**src/rtl/sxw_pkg.sv**
```systemverilog
package sxw_pkg;
  localparam int SXW_DATA_W = 8;
  localparam int SXW_ID_W   = 2;
  localparam int SXW_OP_W   = 4;

  typedef enum logic [1:0] {
    TX_IDLE = 2'd0,
    TX_SYNC = 2'd1,
    TX_BITS = 2'd2
  } tx_phase_e;
endpackage

```
**src/rtl/sxw_tx.sv**
```systemverilog
module sxw_tx #(
  parameter int WORD_W = 16
) (
  input  logic              clk,
  input  logic              rst,
  input  logic              start,
  input  logic [WORD_W-1:0] word,
  output logic              busy,
  output logic              fs_o,
  output logic              d_o
);
  localparam int CNT_W = $clog2(WORD_W + 1);

  logic [WORD_W-1:0] shreg;
  logic [CNT_W-1:0]  left;

  always_ff @(posedge clk) begin
    if (rst) begin
      busy  <= 1'b0;
      fs_o  <= 1'b0;
      d_o   <= 1'b0;
      left  <= '0;
      shreg <= '0;
    end else if (!busy) begin
      d_o <= 1'b0;
      if (start) begin
        shreg <= word;
        fs_o  <= 1'b1;
        busy  <= 1'b1;
        left  <= CNT_W'(WORD_W);
      end
    end else if (left != '0) begin
      fs_o  <= 1'b0;
      d_o   <= shreg[WORD_W-1];
      shreg <= shreg << 1;
      left  <= left - CNT_W'(1);
    end else begin
      busy <= 1'b0;
      fs_o <= 1'b0;
      d_o  <= 1'b0;
    end
  end
endmodule

```
**src/rtl/sxw_rx.sv**
```systemverilog
module sxw_rx #(
  parameter int DATA_W = 8,
  parameter int ID_W   = 2,
  parameter int OP_W   = 4
) (
  input  logic              clk,
  input  logic              rst,
  input  logic [ID_W-1:0]   my_id,
  input  logic              fs_i,
  input  logic              d_i,
  output logic              valid,
  output logic [DATA_W-1:0] data,
  output logic [ID_W-1:0]   src,
  output logic [OP_W-1:0]   op
);
  localparam int WORD_W = DATA_W + 2 * ID_W + OP_W;
  localparam int CNT_W  = $clog2(WORD_W + 1);
  localparam int SRC_LO = DATA_W;
  localparam int DST_LO = DATA_W + ID_W;
  localparam int OP_LO  = DATA_W + 2 * ID_W;

  logic [WORD_W-1:0] shreg;
  logic [CNT_W-1:0]  left;
  logic [WORD_W-1:0] full;

  assign full = {shreg[WORD_W-2:0], d_i};

  always_ff @(posedge clk) begin
    if (rst) begin
      valid <= 1'b0;
      data  <= '0;
      src   <= '0;
      op    <= '0;
      left  <= '0;
      shreg <= '0;
    end else begin
      valid <= 1'b0;
      if (fs_i) begin
        left <= CNT_W'(WORD_W);
      end else if (left != '0) begin
        shreg <= full;
        left  <= left - CNT_W'(1);
        if (left == CNT_W'(1) && full[DST_LO +: ID_W] == my_id) begin
          valid <= 1'b1;
          data  <= full[0 +: DATA_W];
          src   <= full[SRC_LO +: ID_W];
          op    <= full[OP_LO +: OP_W];
        end
      end
    end
  end
endmodule

```
**src/rtl/sxw_node.sv**
```systemverilog
module sxw_node #(
  parameter int DATA_W = sxw_pkg::SXW_DATA_W,
  parameter int ID_W   = sxw_pkg::SXW_ID_W,
  parameter int OP_W   = sxw_pkg::SXW_OP_W
) (
  input  logic              clk,
  input  logic              rst,
  input  logic [ID_W-1:0]   my_id,
  input  logic              tx_start,
  input  logic [ID_W-1:0]   tx_dest,
  input  logic [OP_W-1:0]   tx_op,
  input  logic [DATA_W-1:0] tx_data,
  output logic              tx_busy,
  output logic              ser_fs_o,
  output logic              ser_d_o,
  input  logic              ser_fs_i,
  input  logic              ser_d_i,
  output logic              rx_valid,
  output logic [DATA_W-1:0] rx_data,
  output logic [ID_W-1:0]   rx_src,
  output logic [OP_W-1:0]   rx_op
);
  localparam int WORD_W = DATA_W + 2 * ID_W + OP_W;

  logic [WORD_W-1:0] tx_word;

  // packing order: opcode, destination, sender, data (high to low)
  assign tx_word = {tx_op, tx_dest, my_id, tx_data};

  sxw_tx #(.WORD_W(WORD_W)) tx_i (
    .clk   (clk),
    .rst   (rst),
    .start (tx_start),
    .word  (tx_word),
    .busy  (tx_busy),
    .fs_o  (ser_fs_o),
    .d_o   (ser_d_o)
  );

  sxw_rx #(.DATA_W(DATA_W), .ID_W(ID_W), .OP_W(OP_W)) rx_i (
    .clk   (clk),
    .rst   (rst),
    .my_id (my_id),
    .fs_i  (ser_fs_i),
    .d_i   (ser_d_i),
    .valid (rx_valid),
    .data  (rx_data),
    .src   (rx_src),
    .op    (rx_op)
  );
endmodule

```
**config.mk**
```make
export PLATFORM = sky130hd
export DESIGN_NAME = sxw_node
export DESIGN_NICKNAME = d
export VERILOG_FILES = /design/src/rtl/sxw_pkg.sv /design/src/rtl/sxw_tx.sv /design/src/rtl/sxw_rx.sv /design/src/rtl/sxw_node.sv
export SDC_FILE = /design/constraint.sdc
export NUM_CORES = 1
export LEC_CHECK = 0
export CAP_MARGIN = 20
export CELL_PAD_IN_SITES_DETAIL_PLACEMENT = 1
export CELL_PAD_IN_SITES_GLOBAL_PLACEMENT = 1
export CORE_ASPECT_RATIO = 0.7
export CORE_UTILIZATION = 30
export DETAILED_ROUTE_END_ITERATION = 7
export PLACE_DENSITY_LB_ADDON = 0.1
export SYNTH_ARGS = -nofsm -noshare
export SYNTH_HDL_FRONTEND = slang
export SYNTH_HIERARCHICAL = 1
export SYNTH_SLANG_ARGS = --single-unit
```
**constraint.sdc**
```tcl
create_clock -name clk -period 1.9 [get_ports clk]
set_input_delay 0.38 -clock clk [delete_from_list [all_inputs] [get_ports clk]]
set_output_delay 0.38 -clock clk [all_outputs]
set_load 0.02 [all_outputs]
```
==> results by group, run 1 <==
Outcome
  – Status: completed

Synthesis
  – Yosys cell types: 37
  – Area contributors post-synth: dfxtp_1 44%, mux2i_1 16%, a211oi_1 8.1%
  – #FFs+latches synth: 59
  – Cell taking the most area after synthesis: dfxtp_1
  – Share of the synthesized area in the top cell type: roughly 44%
  – Syn Inst Count: around 260
  – Syn Std Cell Area: 2700 µm²
  – Post-Syn Nets: about 290
  – Warnings, synthesis: 6
  – Syn Area/Cell: 10.3 µm²
  – Seq/Total Area, Yosys: about 44%

Min path
  – Worst Hold Class: flip-flop to flip-flop

Finish
  – Nets@finish: 329
  – Final core occ: roughly two fifths
  – Synthesis-to-finish area growth: 33.6%
  – Number of filler cells placed in the layout: 974
  – Final Non-Filler Cells: between 400 and 500
  – Share of cells above drive strength 1: 12.6%
  – Antenna fix cells: 0

Pwr
  – Worst IR Drop VDD: approximately 0.34 mV
  – Pwr Density: about 1100 nW/µm²
  – Switching Fraction: between 20% and 30%
  – Internal: 2.99 mW
  – P_leak: around 1.3 nW
  – Combinational Power Share: roughly 18%
  – Clock power share: between 40% and 50%
  – Sequential share of power: approximately a third
  – Switch Pwr: roughly 0.97 mW

Clocking
  – Clk_lat worst skew: approximately 330 ps
  – CTS root buf: clkbuf_16
  – Max clock buf depth: 2
  – Clock Sink Count: approximately 60
  – Clock transition at path regs: approximately 50 ps
  – CTS tree: yes
  – Hold buffer count at cts: 0
  – H-Tree Depth: 3
  – CTS buffer count: 9

Drt
  – Drt wl/cell: approximately 14 µm
  – DR vias: between 2000 and 2500
  – Antenna-violating nets left: 0
  – Detailed Route WL: 6170 µm
  – Post-route DRC: 0
  – Post-DR vias/cell: 4.70
  – DRT Pass-1 Iters: 4
  – Initial detailed-routing violation count: 57

GRT
  – Total global-route track usage: 14.6%
  – Overflow after GRT: 0
  – Largest net degree at the start of global routing: 61
  – Initial antenna violation count: 0
  – Vias in the first global route: around 2000
  – First-pass GRT wire length: slightly above 10000 µm

Timing
  – Fin Clk Skew: about 5.0 ps
  – Rel. slew slack: around three quarters
  – WHS: approximately 470 ps
  – Least-Margin Pin Slew: about 380 ps
  – Fin. max-slew vios: 0
  – Final period util: a little over nine tenths
  – Setup TNS Final: 0 ps
  – RSZ-0062 raised after global routing: false
  – Final hold vios: 0
  – Peak Freq: 561 MHz
  – Final setup fails: 0
  – Fin crit period: about 1800 ps

Die
  – Die area: 9380 µm²
  – # IOs: 39
  – Num rows: 28
  – Core Region: between 8000 and 9000 µm²
  – Initial core utilization: a little under a third
  – Die outline height: around 81 µm
  – Die Width: 115 µm

Worst setup path
  – CP Data Arrival Time: approximately 1400 ps
  – Critical path type: flip-flop to output pin
  – Crit Path Max Fanout: 6
  – CP max-delay cell: clkdlybuf4s50_1
  – Crit path largest cell delay: ~640 ps
  – Critical path buffers and inverters: 1
  – Worst path required time: between 1500 and 2000 ps
  – Setup crit end kind: output pin
  – CP startpoint kind: flip-flop
  – CP delay by family, top: buffers and inverters
  – Crit-path cells: clkdlybuf4s50_1

Run
  – Max_cap viols: 0

Placed design
  – Hpwl dp: just over 4000 µm
  – IO Port Bufs: 38
  – GPL Wtd Cong: 0.665
  – Dpl cells: 411
## through the flow
stage / power, mW / setup slack [ps] / area [µm²]
floorplan: 1.91 / 306 / 2700
global route: 4.15 / 52.5 / 3600
finish: 3.97 / 118 / 3600
global placement: 2.07 / 33.1 / 3230
CTS: 3.98 / 82.4 / 3580
detailed placement: 2.09 / -0.994 / 3230
## cell usage after synthesis, drive strengths merged
| library cell | count |
|---|---|
| dfxtp | 59 |
| nand2 | 8 |
| a31oi | 3 |
| nand4b | 1 |
| a21oi | 4 |
| nand3b | 1 |
| a211oi | 29 |
| or4bb | 1 |
| nor3 | 6 |
| a311oi | 2 |
| nor2 | 6 |
| o31a | 1 |
| or2 | 1 |
| and4b | 1 |
| clkbuf | 12 |
| ha | 3 |
| and4 | 1 |
| nand2b | 30 |
| xnor2 | 5 |
| nand4 | 2 |
| o21ai | 2 |
| a2111oi | 1 |
| nor4b | 3 |
| nand3 | 5 |
| or4b | 1 |
| mux2i | 42 |
| inv | 4 |
| and2b | 1 |
| buf | 8 |
| or3b | 1 |
| nor4 | 1 |
| nor2b | 18 |
## path summary, 6_finish.rpt
path / to / cells after the start / startpoint / slack, ps
setup / recovery: tx_busy / 1 / tx_i/busy$_SDFF_PP0_ / 120
hold / removal: rx_i/data[3]$_SDFFE_PP0P_ / 2 / rx_i/data[3]$_SDFFE_PP0P_ / 470
setup reg to reg: rx_i/op[1]$_SDFFE_PP0P_ / 6 / rx_i/left[0]$_SDFFE_PP0P_ / 200
hold reg to reg: rx_i/data[3]$_SDFFE_PP0P_ / 2 / rx_i/data[3]$_SDFFE_PP0P_ / 470
## layer usage
| metal | wire [µm] | global-route usage (%) |
|---|---|---|
| met5 | 0 | 0 |
| met3 | 211 | 4.93 |
| met4 | 95 | 6.23 |
| met1 | 3360 | 19.7 |
| met2 | 2510 | 21.0 |
## power groups by stage
stage | registers [mW] | logic (mW) | clock network, mW
2_1_floorplan | 1.39 | 0.516 | 0
3_3_place_gp | 1.41 | 0.663 | 0
6_report | 1.39 | 0.707 | 1.87
5_1_grt | 1.40 | 0.772 | 1.98
4_1_cts | 1.38 | 0.682 | 1.92
3_5_place_dp | 1.41 | 0.677 | 0
## repair_timing
action	in CTS	in global routing
endpoints found under the setup margin	0	6
endpoints found under the hold margin	0	0
gates resized for setup	0	1
setup buffers	0	3
## kinds of logic (layout without fill, tap and decap cells)
kind of cell	count (synthesis)	count (layout)	synth area share [%]
muxes	42	42	15.6
AOI/OAI and AO/OA	42	42	11.5
and+or+nand+nor	88	88	21.1
adders and majority gates	3	3	1.39
xor gates and xnor gates	5	5	1.62
buffers and inverters	24	71	5.10
DFF	59	59	43.8
## cell usage in the layout, fill, tap and decap left out, types with 2 or more instances in the layout
master / count
a211oi_1: 29
a21oi_1: 4
a311oi_1: 2
a31oi_1: 3
buf_12: 4
buf_4: 9
bufinv_16: 3
clkbuf_16: 9
clkdlybuf4s50_1: 37
clkinv_2: 2
dfxtp_1: 59
ha_1: 3
inv_1: 4
mux2i_1: 42
nand2_1: 8
nand2b_1: 30
nand3_1: 5
nand4_1: 2
nor2_1: 5
nor2b_1: 18
nor3_1: 6
nor4b_4: 2
o21ai_0: 2
xnor2_1: 5
## registers in the layout, summed over array words and instances, names as in the netlist, 2 cells and up
| name | count |
|---|---|
| rx_i/data | 8 |
| rx_i/left | 5 |
| rx_i/op | 4 |
| rx_i/shreg | 15 |
| rx_i/src | 2 |
| tx_i/left | 5 |
| tx_i/shreg | 16 |
## layout make-up
cell class	count	area (µm²)	area share [%]
Tap cell	120	150	4.17
Clock inverter	5	100	2.78
Sequential cell	59	1180	32.8
Timing Repair Buffer	51	523	14.5
Clock buffer	11	243	6.74
Inverter	4	15.0	0.417
Multi-Input combinational cell	180	1390	38.6
No activity file was read; power rests on OpenSTA's default activity.
==> run 2, diff against run 1 <==
- clock period: 1.9 -> 1.7 ns (I/O delays scaled with it)
==> run 2 against run 1 <==
Worst hold slack worse by 130 ps; non-clock buffer count increased by 14; clock power down 5%; register-to-register slack worse by 110 ps; global-route usage rose by 0.34 points; clock skew about the same; die area did not move; critical endpoint unchanged; largest power group unchanged; first-iteration DRC count fell by 3.5%; critical path type unchanged; flip-flop and latch count stayed put; combinational power is 31% higher; via count increased by 2.7%; cell area is 3.4% higher.
==> results by group, run 2 (synthesized netlist as in run 1, its figures left out) <==
Outcome
  – Status: completed

Pwr
  – Switching Fraction: 25.9% (+1.4 points)
  – Combinational Power Share: 21.8% (+4.0 points)
  – Pwr Density: 1140 nW/µm² (+3.5%)
  – Worst IR Drop VDD: 0.549 mV (+59%)
  – Clock power share: 42.0% (-5.3 points)
  – P_leak: 1.42 nW (+6.1%)
  – Switch Pwr: 1.10 mW (+13%)
  – Sequential share of power: 36.2% (+1.3 points)
  – Internal: 3.14 mW (+5.0%)

Drt
  – DR vias: 2073 (+2.7%)
  – Detailed Route WL: 6270 µm (+1.6%)
  – Drt wl/cell: 14.1 µm (-1.6%)
  – Initial detailed-routing violation count: 55 (-3.5%)
  – Post-DR vias/cell: 4.67 (-0.56%)
  – Post-route DRC: 0 (unchanged)
  – DRT Pass-1 Iters: 4 (unchanged)
  – Antenna-violating nets left: 0 (unchanged)

Die
  – Die Width: 115 µm (unchanged)
  – Core Region: 8580 µm² (unchanged)
  – Die area: 9380 µm² (unchanged)
  – Initial core utilization: 31.4% (unchanged)
  – Die outline height: 81.3 µm (unchanged)
  – Num rows: 28 (unchanged)
  – # IOs: 39 (unchanged)

Worst setup path
  – CP Data Arrival Time: 1310 ps (-90 ps)
  – CP delay by family, top: buffers and inverters
  – CP startpoint kind: flip-flop
  – CP max-delay cell: clkdlybuf4s50_1
  – Reg2Reg Capture Point: tx_i/shreg[11]$_SDFFE_PP0P_
  – Setup crit end kind: output pin
  – Crit path largest cell delay: 630 ps (about the same)
  – Critical path buffers and inverters: 1 (unchanged)
  – Critical path type: flip-flop to output pin
  – Crit Path Max Fanout: 3 (-3)
  – Worst reg2reg path depth: 8 (+2)
  – Worst r2r src: tx_i/left[0]$_SDFFE_PP0P_
  – Worst path required time: 1360 ps (-160 ps)
  – R2R Setup Slk: 90 ps (-110 ps)
  – Crit-path cells: clkdlybuf4s50_1

GRT
  – Met2 usage: 21.4% (+0.42 points)
  – Initial antenna violation count: 0 (unchanged)
  – Busiest grt layer: met2
  – First-pass GRT wire length: 10500 µm (+3.7%)
  – Total global-route track usage: 14.9% (+0.34 points)
  – Met1 Use GR: 20.2% (+0.54 points)
  – Largest net degree at the start of global routing: 37 (-39%)
  – Overflow after GRT: 0 (unchanged)
  – Vias in the first global route: 2140 (+4.7%)
  – Met3 Track Usage GR: 5.52% (+0.60 points)

Finish
  – Max reg flops: 16 (unchanged)
  – Synthesis-to-finish area growth: 38.1%
  – Number of filler cells placed in the layout: 935 (-4.0%)
  – Most flops, register: tx_i/shreg
  – Antenna fix cells: 0 (unchanged)
  – Register area: 1180 µm² (+0.11%)
  – Largest regs: tx_i/shreg x16, rx_i/shreg x15, rx_i/data x8
  – Multi-input gate area: 1420 µm² (+2.2%)
  – Share of cells above drive strength 1: 18.5% (+5.9 points)
  – Design Area, Final: 3720 µm² (+3.4%)
  – Nets@finish: 343 (+4.3%)
  – Commonest non-fill, non-tap cells in the layout: 58 x dfxtp_1, 42 x mux2i_1, 36 x clkdlybuf4s50_1, 30 x nand2b_1, 28 x a211oi_1
  – Commonest non-fill, non-tap cell in the layout: dfxtp_1

Placed design
  – Post-Place Setup Slack: -166 ps (-165 ps)
  – Hpwl dp: 4190 µm (+3.0%)
  – IO Port Bufs: 38 (unchanged)
  – Placed cell area: 3350 µm² (+3.6%)
  – GPL Wtd Cong: 0.726 (+9.1%)

Min path
  – Worst Hold Depth: 2 (unchanged)
  – Worst Hold Class: primary input to flip-flop
  – Hold Path Origin: rst
  – Hold EP: tx_i/left[4]$_SDFFE_PP0P_

Clocking
  – Clock Sink Count: 59 (unchanged)
  – H-Tree Depth: 3 (unchanged)
  – Max clock buf depth: 2 (unchanged)
  – CTS buffer count: 9 (unchanged)
  – Clock transition at path regs: 50 ps (about the same)
  – Clk_lat worst skew: 320 ps (about the same)
  – Hold buffer count at cts: 0 (unchanged)
  – CTS root buf: clkbuf_16
  – CTS tree: yes

Timing
  – Fin. max-slew vios: 0 (unchanged)
  – Fin crit period: around 1700 ps
  – Peak Freq: 605 MHz
  – Final setup fails: 0 (unchanged)
  – PnR worst setup slack: 48.3 ps (-70.2 ps)
  – Rel. slew slack: 74.7% (+0.21 points)
  – Fin Clk Skew: 5.15 ps (+0.128 ps)
  – Least-Margin Pin Slew: 380 ps (-2.19 ps)
  – Final period util: between 90% and 100%
  – Final hold vios: 0 (unchanged)

Run
  – Max_cap viols: 0 (unchanged)
[run 2: area by class of cell]
cell class	count	share of cell area (%)
multi-input cells	180	38.2
flip-flops and latches	59	31.7
repair buffers	65	17.7
clock buffers	11	6.52
well taps	120	4.03
clock inverters	5	1.41
inverters	4	0.403
[run 2: layer usage]
layer	part of all wire [%]	vias up	wire (µm)
met1	54	979	3390
met3	3.9	5	243
li1	-	1059	-
met5	0	-	0
met4	0.88	0	55
met2	41	30	2580
[run 2: timing repair]
item / CTS / global route
endpoints found under the setup margin: 9 / 37
endpoints found under the hold margin: 0 / 0
gates cloned: 0 / 1
buffers inserted: 0 / 2
pin swaps: 2 / 3
resized for setup: 2 / 9
[run 2: worst max-delay path by stage]
stage          cells past startpoint                 startpoint                           to  slack, ps
2_1_floorplan                      6  tx_i/left[0]$_SDFFE_PP0P_  tx_i/shreg[13]$_SDFFE_PP0P_        110
3_3_place_gp                       5                   ser_fs_i    rx_i/data[5]$_SDFFE_PP0P_       -130
3_5_place_dp                       5                   ser_fs_i      rx_i/op[1]$_SDFFE_PP0P_       -170
4_1_cts                            7  tx_i/left[0]$_SDFFE_PP0P_   tx_i/shreg[9]$_SDFFE_PP0P_         10
5_1_grt                            8  tx_i/left[1]$_SDFFE_PP0P_   tx_i/shreg[9]$_SDFFE_PP0P_        -10
6_report                           1       tx_i/busy$_SDFF_PP0_                      tx_busy         50
[run 2: power groups by stage]
stage / clock network [mW] / registers [mW] / logic (mW)
global placement: 0 / 1.56 / 0.830
floorplan: 0 / 1.55 / 0.577
CTS: 1.84 / 1.53 / 0.849
global route: 1.90 / 1.55 / 1.01
detailed placement: 0 / 1.56 / 0.836
finish: 1.78 / 1.54 / 0.926
[run 2: through the flow]
stage	TNS [ps]	util (%)	hold slack [ps]	std cells	total power, mW
after floorplan	0	-	412	263	2.13
after global placement	-1880	39.1	459	425	2.39
after detailed placement	-2210	39.1	462	425	2.40
after CTS	0	42.6	329	441	4.22
after global routing	-48.6	43.4	363	444	4.46
final	0	43.4	338	444	4.24
==> run 3, diff against run 2 <==
- CAP_MARGIN: 20 -> unset
==> results of run 3 <==
Same layout as run 2: the final DEF is identical, and so are final timing and power.
